--- src/rtl/iram_pkg.sv ---
// Package iram_pkg
// Shared encodings for the internal data memory: access kinds and operations.
// Assumes a single request per cycle from the core.
package iram_pkg;
    typedef enum logic [1:0] {
        ACC_DIRECT   = 2'd0,
        ACC_INDIRECT = 2'd1,
        ACC_WREG     = 2'd2,
        ACC_BIT      = 2'd3
    } acc_kind_e;

    typedef enum logic [1:0] {
        OP_READ  = 2'd0,
        OP_WRITE = 2'd1,
        OP_SET   = 2'd2,
        OP_CLR   = 2'd3
    } acc_op_e;
endpackage

--- src/rtl/iram_route.sv ---
// Module iram_route
// Combinational address router. Turns (kind, operand, bank) into either a
// RAM byte index plus bit position, or a hit on the function-register port.
// Assumes power-of-two bank and register counts and that the bit window
// fits below the upper half of the array.
module iram_route
    import iram_pkg::*;
#(
    parameter int ADDR_W   = 8,
    parameter int DATA_W   = 8,
    parameter int BANKS    = 4,
    parameter int REGS     = 8,
    parameter int BIT_BASE = 32
) (
    input  logic                       go,
    input  acc_kind_e                  kind,
    input  logic [ADDR_W-1:0]          operand,
    input  logic [$clog2(BANKS)-1:0]   bank,
    output logic                       ram_hit,
    output logic                       sfr_hit,
    output logic                       bit_acc,
    output logic [ADDR_W-1:0]          ram_idx,
    output logic [$clog2(DATA_W)-1:0]  bit_pos
);
    localparam int BPOS_W = $clog2(DATA_W);
    localparam int REG_W  = $clog2(REGS);
    localparam logic [ADDR_W-1:0] BIT_BASE_V = BIT_BASE[ADDR_W-1:0];

    logic upper;
    assign upper = operand[ADDR_W-1];

    // Decode the request into a destination and an array index.
    always_comb begin
        ram_hit = 1'b0;
        sfr_hit = 1'b0;
        bit_acc = 1'b0;
        ram_idx = operand;
        bit_pos = operand[BPOS_W-1:0];
        case (kind)
            ACC_DIRECT: begin
                ram_hit = go & ~upper;
                sfr_hit = go & upper;
            end
            ACC_INDIRECT: begin
                ram_hit = go;
            end
            ACC_WREG: begin
                ram_hit = go;
                ram_idx = ADDR_W'({bank, operand[REG_W-1:0]});
            end
            default: begin
                bit_acc = 1'b1;
                ram_hit = go & ~upper;
                sfr_hit = go & upper;
                ram_idx = BIT_BASE_V + ADDR_W'(operand[ADDR_W-2:BPOS_W]);
            end
        endcase
    end
endmodule

--- src/rtl/iram_store.sv ---
// Module iram_store
// Byte array with a registered read port. A bit operation does a
// read-modify-write of the addressed byte in the same cycle. Every serviced
// access returns the pre-access byte one cycle later. The array itself is
// not reset; only the response registers are.
module iram_store
    import iram_pkg::*;
#(
    parameter int ADDR_W = 8,
    parameter int DATA_W = 8
) (
    input  logic                       clk,
    input  logic                       rst_n,
    input  logic                       acc_en,
    input  logic [ADDR_W-1:0]          idx,
    input  logic                       bit_acc,
    input  logic [$clog2(DATA_W)-1:0]  bit_pos,
    input  acc_op_e                    op,
    input  logic [DATA_W-1:0]          wdata,
    input  logic                       wbit,
    output logic                       rd_valid,
    output logic [DATA_W-1:0]          rd_data,
    output logic                       rd_bit
);
    localparam int DEPTH  = 1 << ADDR_W;
    localparam int BPOS_W = $clog2(DATA_W);

    logic [DATA_W-1:0] mem [DEPTH];
    logic [DATA_W-1:0] old_byte;
    logic [DATA_W-1:0] merged;
    logic [DATA_W-1:0] new_byte;
    logic              old_bit;
    logic              new_bit;
    logic              wr_en;

    assign old_byte = mem[idx];
    assign old_bit  = old_byte[bit_pos];

    // Pick the new value of the addressed bit for a bit operation.
    always_comb begin
        case (op)
            OP_WRITE: new_bit = wbit;
            OP_SET:   new_bit = 1'b1;
            OP_CLR:   new_bit = 1'b0;
            default:  new_bit = old_bit;
        endcase
    end

    // One lane per bit: replace only the addressed lane.
    for (genvar g = 0; g < DATA_W; g++) begin : g_lane
        assign merged[g] = (bit_pos == BPOS_W'(g)) ? new_bit : old_byte[g];
    end

    assign new_byte = bit_acc ? merged : wdata;
    assign wr_en    = acc_en & (bit_acc ? (op != OP_READ) : (op == OP_WRITE));

    // Array write; contents are kept across reset.
    always_ff @(posedge clk) begin
        if (wr_en) begin
            mem[idx] <= new_byte;
        end
    end

    // Registered response carrying the pre-access value.
    always_ff @(posedge clk) begin
        if (!rst_n) begin
            rd_valid <= 1'b0;
            rd_data  <= '0;
            rd_bit   <= 1'b0;
        end else begin
            rd_valid <= acc_en;
            rd_data  <= acc_en ? old_byte : '0;
            rd_bit   <= acc_en & bit_acc & old_bit;
        end
    end

    // A bit store alters at most one bit of the stored byte.
    assert_single_bit_R6: assert property (@(posedge clk) disable iff (!rst_n)
        (acc_en && bit_acc && op != OP_READ)
            |=> ($countones(mem[$past(idx)] ^ $past(old_byte)) <= 1));

    // A byte WRITE lands in the array.
    assert_byte_store_R9: assert property (@(posedge clk) disable iff (!rst_n)
        (acc_en && !bit_acc && op == OP_WRITE)
            |=> (mem[$past(idx)] == $past(wdata)));

    // Byte READ, SET and CLR leave the byte unchanged.
    assert_byte_keep_R9: assert property (@(posedge clk) disable iff (!rst_n)
        (acc_en && !bit_acc && op != OP_WRITE)
            |=> (mem[$past(idx)] == $past(old_byte)));
endmodule

--- src/rtl/iram_sfr_port.sv ---
// Module iram_sfr_port
// Registers requests bound for the function-register space and presents
// them one cycle later as a strobe with the operand fields. Assumes the
// function-register block accepts one request per cycle.
module iram_sfr_port
    import iram_pkg::*;
#(
    parameter int ADDR_W = 8,
    parameter int DATA_W = 8
) (
    input  logic               clk,
    input  logic               rst_n,
    input  logic               hit,
    input  logic               bit_acc,
    input  acc_op_e            op,
    input  logic [ADDR_W-1:0]  addr,
    input  logic [DATA_W-1:0]  wdata,
    input  logic               wbit,
    output logic               sfr_req,
    output logic               sfr_bit,
    output logic [1:0]         sfr_op,
    output logic [ADDR_W-1:0]  sfr_addr,
    output logic [DATA_W-1:0]  sfr_wdata,
    output logic               sfr_wbit
);
    // Capture a forwarded request; clear all fields otherwise.
    always_ff @(posedge clk) begin
        if (!rst_n || !hit) begin
            sfr_req   <= 1'b0;
            sfr_bit   <= 1'b0;
            sfr_op    <= 2'b00;
            sfr_addr  <= '0;
            sfr_wdata <= '0;
            sfr_wbit  <= 1'b0;
        end else begin
            sfr_req   <= 1'b1;
            sfr_bit   <= bit_acc;
            sfr_op    <= op;
            sfr_addr  <= addr;
            sfr_wdata <= bit_acc ? '0 : wdata;
            sfr_wbit  <= bit_acc & wbit;
        end
    end

    // The strobe is only raised for a forwarded request.
    assert_strobe_source_R3: assert property (@(posedge clk) disable iff (!rst_n)
        !hit |=> !sfr_req);
endmodule

--- src/rtl/iram_dual_mode.sv ---
// Module iram_dual_mode (top)
// Internal data memory with direct, indirect, working-register and bit
// access. Upper addresses reach RAM only by indirect access; direct and bit
// accesses there go to the function-register port. Assumes one request per
// cycle and a synchronous active-low reset.
module iram_dual_mode
    import iram_pkg::*;
#(
    parameter int ADDR_W   = 8,
    parameter int DATA_W   = 8,
    parameter int BANKS    = 4,
    parameter int REGS     = 8,
    parameter int BIT_BASE = 32
) (
    input  logic                      clk,
    input  logic                      rst_n,
    input  logic                      req_valid,
    input  logic [1:0]                req_kind,
    input  logic [1:0]                req_op,
    input  logic [ADDR_W-1:0]         req_addr,
    input  logic [DATA_W-1:0]         req_wdata,
    input  logic                      req_wbit,
    input  logic [$clog2(BANKS)-1:0]  bank_sel,
    output logic                      rd_valid,
    output logic [DATA_W-1:0]         rd_data,
    output logic                      rd_bit,
    output logic                      sfr_req,
    output logic                      sfr_bit,
    output logic [1:0]                sfr_op,
    output logic [ADDR_W-1:0]         sfr_addr,
    output logic [DATA_W-1:0]         sfr_wdata,
    output logic                      sfr_wbit
);
    localparam int BPOS_W = $clog2(DATA_W);

    acc_kind_e          kind;
    acc_op_e            op;
    logic               go;
    logic               ram_hit;
    logic               sfr_hit;
    logic               bit_acc;
    logic [ADDR_W-1:0]  ram_idx;
    logic [BPOS_W-1:0]  bit_pos;

    assign kind = acc_kind_e'(req_kind);
    assign op   = acc_op_e'(req_op);
    assign go   = req_valid & rst_n;

    iram_route #(
        .ADDR_W(ADDR_W), .DATA_W(DATA_W), .BANKS(BANKS),
        .REGS(REGS), .BIT_BASE(BIT_BASE)
    ) u_route (
        .go(go), .kind(kind), .operand(req_addr), .bank(bank_sel),
        .ram_hit(ram_hit), .sfr_hit(sfr_hit), .bit_acc(bit_acc),
        .ram_idx(ram_idx), .bit_pos(bit_pos)
    );

    iram_store #(.ADDR_W(ADDR_W), .DATA_W(DATA_W)) u_store (
        .clk(clk), .rst_n(rst_n), .acc_en(ram_hit), .idx(ram_idx),
        .bit_acc(bit_acc), .bit_pos(bit_pos), .op(op),
        .wdata(req_wdata), .wbit(req_wbit),
        .rd_valid(rd_valid), .rd_data(rd_data), .rd_bit(rd_bit)
    );

    iram_sfr_port #(.ADDR_W(ADDR_W), .DATA_W(DATA_W)) u_sfr (
        .clk(clk), .rst_n(rst_n), .hit(sfr_hit), .bit_acc(bit_acc), .op(op),
        .addr(req_addr), .wdata(req_wdata), .wbit(req_wbit),
        .sfr_req(sfr_req), .sfr_bit(sfr_bit), .sfr_op(sfr_op),
        .sfr_addr(sfr_addr), .sfr_wdata(sfr_wdata), .sfr_wbit(sfr_wbit)
    );

    // An indirect request is always answered by the RAM.
    assert_indirect_ram_R1: assert property (@(posedge clk) disable iff (!rst_n)
        (req_valid && req_kind == 2'd1) |=> (rd_valid && !sfr_req));

    // A direct request in the lower half is answered by the RAM.
    assert_direct_low_R2: assert property (@(posedge clk) disable iff (!rst_n)
        (req_valid && req_kind == 2'd0 && !req_addr[ADDR_W-1]) |=> (rd_valid && !sfr_req));

    // A direct request in the upper half goes out as a byte strobe only.
    assert_direct_upper_R3: assert property (@(posedge clk) disable iff (!rst_n)
        (req_valid && req_kind == 2'd0 && req_addr[ADDR_W-1])
            |=> (sfr_req && !sfr_bit && !rd_valid));

    // A working-register request is answered by the RAM.
    assert_wreg_ram_R4: assert property (@(posedge clk) disable iff (!rst_n)
        (req_valid && req_kind == 2'd2) |=> (rd_valid && !sfr_req));

    // An upper bit address goes out as a bit strobe.
    assert_bit_upper_R7: assert property (@(posedge clk) disable iff (!rst_n)
        (req_valid && req_kind == 2'd3 && req_addr[ADDR_W-1])
            |=> (sfr_req && sfr_bit && !rd_valid));

    // The two response paths never fire together.
    assert_exclusive_R11: assert property (@(posedge clk) disable iff (!rst_n)
        $onehot0({rd_valid, sfr_req}));

    // No response follows an idle cycle.
    assert_idle_quiet_R11: assert property (@(posedge clk) disable iff (!rst_n)
        !req_valid |=> (!rd_valid && !sfr_req));
endmodule

--- config.mk ---
export PLATFORM = sky130hd
export DESIGN_NAME = iram_dual_mode
export DESIGN_NICKNAME = d
export VERILOG_FILES = /design/src/rtl/iram_pkg.sv /design/src/rtl/iram_route.sv /design/src/rtl/iram_store.sv /design/src/rtl/iram_sfr_port.sv /design/src/rtl/iram_dual_mode.sv
export SDC_FILE = /design/constraint.sdc
export NUM_CORES = 2
export LEC_CHECK = 0
export BUFFER_PORTS_ARGS = -buffer_cell sky130_fd_sc_hd__buf_2
export CELL_PAD_IN_SITES_DETAIL_PLACEMENT = 0
export CELL_PAD_IN_SITES_GLOBAL_PLACEMENT = 1
export CORE_ASPECT_RATIO = 0.8
export CORE_UTILIZATION = 55
export DETAILED_ROUTE_END_ITERATION = 16
export PLACE_DENSITY_LB_ADDON = 0.08
export SLEW_MARGIN = 20
export SYNTH_ARGS = -nofsm -noshare
export SYNTH_HDL_FRONTEND = slang
export SYNTH_SLANG_ARGS = --single-unit
--- constraint.sdc ---
create_clock -name clk -period 21.8 [get_ports clk]
set_input_delay 4.36 -clock clk [delete_from_list [all_inputs] [get_ports clk]]
set_output_delay 4.36 -clock clk [all_outputs]
set_load 0.005 [all_outputs]
After elaboration in Yosys (flattened, before gate mapping)
Memories as Yosys holds them, arrays and structs flattened.
Index checks and enable logic that the tools add are counted.
{"block": "op_classes", "add_sub_neg": 1, "n_reduce_logical": 11, "eq_ne": 12, "mux": 20, "order_cmp": 1, "bitwise_logic": 9}
{"cell": "1-bit two-way mux", "n": 16}
{"cell": "8-bit case mux with 2 select lines", "n": 1}
{"cell": "3-bit equality test, second input constant", "n": 4}
{"cell": "8-bit two-way mux", "n": 1}
{"cell": "6-bit by 4-bit adder with 7-bit output, first input constant", "n": 1}
{"cell": "1-bit bitwise AND", "n": 7}
{"cell": "2-bit equality test, second input constant", "n": 3}
{"cell": "3-bit by 2-bit equality test with 1-bit output, second input constant", "n": 2}
{"cell": "2-bit OR reduction", "n": 3}
{"cell": "2-bit by 1-bit equality test with 1-bit output, second input constant", "n": 2}
{"cell": "3-bit by 4-bit less-than comparator with 1-bit output, second input constant", "n": 1}
{"cell": "1-bit binary-select mux with 3-bit select", "n": 1}
{"cell": "3-bit by 1-bit equality test with 1-bit output, second input constant", "n": 1}
{"cell": "3-bit logical NOT", "n": 1}
{"cell": "1-bit case mux with 3 select lines", "n": 1}
{"cell": "3-bit OR reduction", "n": 1}
{"cell": "1-bit logical NOT", "n": 2}
{"cell": "2-bit logical NOT", "n": 1}
{"cell": "1-bit inverter", "n": 2}
{"cell": "2-bit AND reduction", "n": 1}
{"cell": "2-bit nonzero test", "n": 1}
{"cell": "1-bit logical OR", "n": 1}
{"block": "totals", "out_inout_bits": 31, "reg_bits": 31, "mem_count": 1, "ram_bits": 2048, "wordCells": 64, "inputBits": 26}
{"memory": "u_store.mem", "depth": 256, "width": 8, "rd": 1, "rd_ports_with_merged_regs": 0, "wr": 1, "line_no": "iram_store.sv:28", "rtl": "logic [DATA_W-1:0] mem [DEPTH];"}

Longest topological paths before layout
An unclocked memory read counts as a cell.
{"block": "depth", "ltp_word": 9, "mapped_depth": 18, "depth_no_buf": 13}

Hierarchy
Synthesis repeated with hierarchy kept, for this count alone.
{"block": "hier_totals", "cells_unflattened": 3905, "hier_area_um2": 80901.3}
{"mod": "iram_store", "n_inst": 1, "area_each_um2": 80074.3, "cells_each": 3826, "seq_area_each_um2": 61699.2}
{"mod": "iram_sfr_port", "n_inst": 1, "area_each_um2": 604.3, "cells_each": 46, "seq_area_each_um2": 420.4}
{"mod": "iram_route", "n_inst": 1, "area_each_um2": 216.5, "cells_each": 32, "seq_area_each_um2": 0.0}
{"mod": "iram_dual_mode", "n_inst": 1, "area_each_um2": 6.3, "cells_each": 1, "seq_area_each_um2": 0.0}

Worst setup path after synthesis
No wires, ideal clock.
{"block": "synth_timing", "path_kind": "input port to flip-flop", "start": "input port req_kind[0]", "end": "memory u_store.mem[0][2], data pin", "path_buffers": 4, "arrival_time_ps": 16712, "slack_ps": 2901, "stages": 13, "required_time_ps": 19613, "cell_sequence": "ha_1 > buf_6 > or4_4 > nand2_8 > buf_12 > buf_12 > buf_12 > a311oi_1 > and3_1 > or4_1 > a32oi_1 > a22oi_2 > o21ai_0"}
{"block": "synth_via", "elab_chain_cells": 9, "elab_cells_between_ends": 12, "cone_classes": "2 x eq/ne; 6 x mux; 3 x reduce/logical; 1 x memory"}
{"element": "start: declaration", "line_no": "iram_dual_mode.sv:18", "rtl": "input logic [1:0] req_kind,"}
{"element": "2-bit by 1-bit equality test with 1-bit output or 2-bit logical NOT (tied branches)", "line_no": "iram_route.sv:39", "rtl": "case (kind)"}
{"element": "2-bit OR reduction (no line)"}
{"element": "8-bit case mux with 2 select lines", "line_no": "iram_route.sv:39"}
{"element": "memory 256 x 8 bit"}
{"element": "1-bit binary-select mux with 3-bit select", "line_no": "iram_store.sv:37", "rtl": "assign old_bit = old_byte[bit_pos];"}
{"element": "1-bit two-way mux (implied by the code)", "line_no": "iram_store.sv:37"}
{"element": "1-bit case mux with 3 select lines", "line_no": "iram_store.sv:41", "rtl": "case (op)"}
{"element": "1-bit two-way mux", "line_no": "iram_store.sv:51", "rtl": "assign merged[g] = (bit_pos == BPOS_W'(g)) ? new_bit : old_byte[g];"}
{"element": "8-bit two-way mux (*)", "line_no": "iram_store.sv:54", "rtl": "assign new_byte = bit_acc ? merged : wdata;"}
{"element": "net u_store.new_byte[2]", "line_no": "iram_store.sv:31", "rtl": "logic [DATA_W-1:0] new_byte;"}
{"element": "end: declaration", "line_no": "iram_store.sv:28"}
The timed path passes the listed nets; every way through them passes the cells marked *. The select of a mux whose other input is x is not followed.

Final worst setup path
{"block": "layout_timing", "start": "input port req_kind[1]", "end": "memory u_store.mem[18][6], data pin"}
The elaborated chain is that of the path after synthesis.

==> impl_metrics.tcl <==
set metrics [dict create \
    gp_congestion 0.8794 \
    worst-endpoint-required_ns 22.07 \
    hold_buffers 0 \
    synth_edf_count 2048 \
    place.detailed.hpwl_mm 143.3 \
    cpPeakStageDelay_ns 0.77 \
    critical_path.most_common_cell "sky130_fd_sc_hd__buf_4" \
    syn-instance-count 4088 \
    cts_buffers 195 \
    number_of_fillers_in_the_final_layout 10349 \
    vias 43095 \
    numClockSinks 2079 \
    timing.critical_path.max_delay_family "buffers and inverters" \
    holdWs_ns 1.255 \
    postRouteWirelength_mm 236.4 \
    finalSetupViolCount 0 \
    drv_cap 0 \
    syn_avg_cell_area_um2 19.86 \
    finalNetCount 4254 \
    mostFrequentLayoutCell "sky130_fd_sc_hd__edfxtp_1" \
    post_synth_instance_area_um2 81190 \
    synth.distinct_cells 76 \
    setup.worst_path.start_class "input port" \
    synth_ff_type "sky130_fd_sc_hd__edfxtp_1" \
    path_max_fanout 199 \
    die-area_um2 149200 \
    result_of_the_run "finished clean" \
    rsz0062_at_grt "no" \
    clock_path_buffers 3 \
    path_clk_slew_ns 0.06 \
    slew_viol_final 0 \
    worstHoldPathType "reg2reg" \
    drc_errors 0 \
    synth.yosys.warnings 0 \
    critPathLaunch "req_kind[1]" \
    skew_ns 0.02833 \
    worst-endpoint-arrival_ns 12.50 \
    grt_pass1_wl_mm 327.0 \
    maxClockFrequency_mhz 81.73 \
    crit_path_slowest_cell "sky130_fd_sc_hd__buf_4" \
    timing.critical_path.cells "buf_2 -> ha_1 -> buf_4 -> nor4_2 -> buf_4 -> nor2_4 -> buf_4 -> buf_4 -> buf_12 -> buf_4 -> mux4_2 -> a221oi_1 -> nor3_1 -> or4_1 -> a32oi_1 -> a311oi_1 -> a221o_4 -> buf_12" \
    gr-usage-all-layers_pct 31.85 \
    ys_top_cells_by_area "sky130_fd_sc_hd__edfxtp_1 76%, sky130_fd_sc_hd__mux4_2 11%, sky130_fd_sc_hd__nand2_1 1.4%" \
    postCtsSetupRepairBufs 0 \
    clockRootBuffer "sky130_fd_sc_hd__clkbuf_16" \
    timing_worst_setup_path_type "in2reg" \
    row_count 125 \
    gr-total-overflow 0 \
    sequential_cell_area_um2 62120 \
    end_kind "flop" \
    detail_route.wl_per_cell_um 37.22 \
    post-route-period-util_pct 56.13 \
    yosysSeqAreaShare_pct 76.51 \
    layout.cells.most_common_list "2048 x sky130_fd_sc_hd__edfxtp_1, 404 x sky130_fd_sc_hd__mux4_2, 301 x sky130_fd_sc_hd__nand2_1" \
    synthDominantCellAreaShare_pct 75.75 \
    post_drt_via_cell_ratio 6.784 \
    synth.net_count 4118 \
    number_of_global_route_vias_before_repair 40793 \
    die_y_um 345.7 \
    finalHoldViolations 0 \
    ioPinCount 57 \
    grt_max_degree 200 \
    reported_leakage_power_nw 28.05 \
    vdd.ir_drop.worst_mv 0.07135 \
    timing.final.crit_period_ns 12.24 \
    yosys_register_bits 2079 \
    synth.largest_area_cell "sky130_fd_sc_hd__edfxtp_1" \
    layout-drive-gt1-share_pct 21.42 \
    cts-htree-levels 4 \
    finalSetupTns_ns 0 \
    crit-reg2reg-launch "u_store.mem[0][1]" \
    placeableCoreArea_um2 145900 \
    areaGrowthSynthToFinish_pct 10.78 \
    place.port_buffers 56 \
    cts_tree "yes" \
    worst_skew_pair.late_latency_ns 0.84 \
    antenna_found_initial 9 \
    drt-pass1-iter-count 6 \
    report.power.total_mw 8.623 \
    post_cts_resized 0 \
    ys_async_sr_fraction_pct 0 \
    min_from "u_store.mem[79][0]" \
    drt-initial-drc-count 6685 \
    power.density_cell_area_nw_per_um2 95.88 \
    floorplan.die.width_um 431.6 \
    tightest_slew_ns 1.302 \
    initial_utilization_pct 55.64 \
    slew_headroom_pct 13.19 \
    multi_input_comb_area_um2 17820 \
    antenna_left 0 \
    cp_num_buf_inv 8 \
]
## final cells by class
| type | instances | share of cell area, % |
|---|---|---|
| Sequential cell | 2079 | 69.07 |
| Multi-Input combinational cell | 1760 | 19.81 |
| Clock buffer | 243 | 5.768 |
| Tap cell | 1968 | 2.738 |
| Timing Repair Buffer | 178 | 1.480 |
| Clock inverter | 110 | 1.084 |
| Inverter | 10 | 0.04174 |
| Antenna cell | 4 | 0.01113 |
## registers in the layout, indices dropped and copies added (netlist names)
signal,cells
u_sfr.sfr_wdata,8
u_store.rd_valid,1
u_store.mem,2048
u_sfr.sfr_req,1
u_sfr.sfr_op,2
u_sfr.sfr_bit,1
u_sfr.sfr_wbit,1
u_store.rd_data,8
u_store.rd_bit,1
u_sfr.sfr_addr,8
## path summary, 6_finish.rpt
| check | end | slack (ns) | cells after the start |
|---|---|---|---|
| max | u_store.mem[18][6] | 9.56 | 18 |
| min | u_store.rd_data[0] | 1.26 | 6 |
| max reg2reg | u_store.mem[24][1] | 16.51 | 11 |
| min reg2reg | u_store.rd_data[0] | 1.26 | 6 |
## cell usage after synthesis (all sizes together), types with 18 or more instances
master  instances
a22oi         109
and3           22
nand3          76
dfxtp          31
a221oi         24
nand4          38
and2           19
nor2          298
clkbuf         78
edfxtp       2048
a21oi          98
nand2         303
nor3           43
mux2i          70
a211oi         19
mux4          438
buf           161
o21ai          23
o22ai          18
## cells by family (layout without fill, tap and decap cells)
logic type | Yosys count | in the layout | share of synthesized area (%)
buf+inv | 249 | 541 | 2.057
fa+ha+maj | 4 | 4 | 0.06165
simple gates | 835 | 835 | 4.512
flops | 2079 | 2079 | 76.51
other cells | 0 | 4 | 0
compound gates | 397 | 397 | 3.461
mux | 524 | 524 | 13.40
## tightest hold or removal path, cell delays in order, from the launching register on
cell and delay [ns]:
sky130_fd_sc_hd__edfxtp_1 0.31, sky130_fd_sc_hd__mux4_2 0.24, sky130_fd_sc_hd__a32o_1 0.17, sky130_fd_sc_hd__nor2_1 0.06
sky130_fd_sc_hd__o2111ai_1 0.16, sky130_fd_sc_hd__nor2_1 0.12, sky130_fd_sc_hd__nor2_1 0.14
## per-stage QoR
step	util [%]	area [um2]	instances	setup WS, ns
after floorplan	-	81190	4088	2.901
after global placement	57.34	83660	5992	8.860
after detailed placement	57.36	83700	5993	9.097
after CTS	61.58	89860	6346	9.977
after global routing	61.63	89930	6348	9.507
final	61.64	89940	6352	9.564
## per-layer routing
layer	track usage (%)	routed length, um	vias to the layer above
met1	49.64	99120	22878
li1	-	-	17090
met4	9.169	6858	6
met5	0	30	-
met3	8.924	28700	396
met2	44.12	101700	2725
## power breakdown
part / internal [mW] / total [mW] / switching [mW]
Sequential: 4.48 / 4.48 / 0.00111
Clock: 1.89 / 3.36 / 1.47
Combinational: 0.225 / 0.787 / 0.562
Total: 6.59 / 8.62 / 2.03
Note: power is estimated with default switching activity, not from simulation.
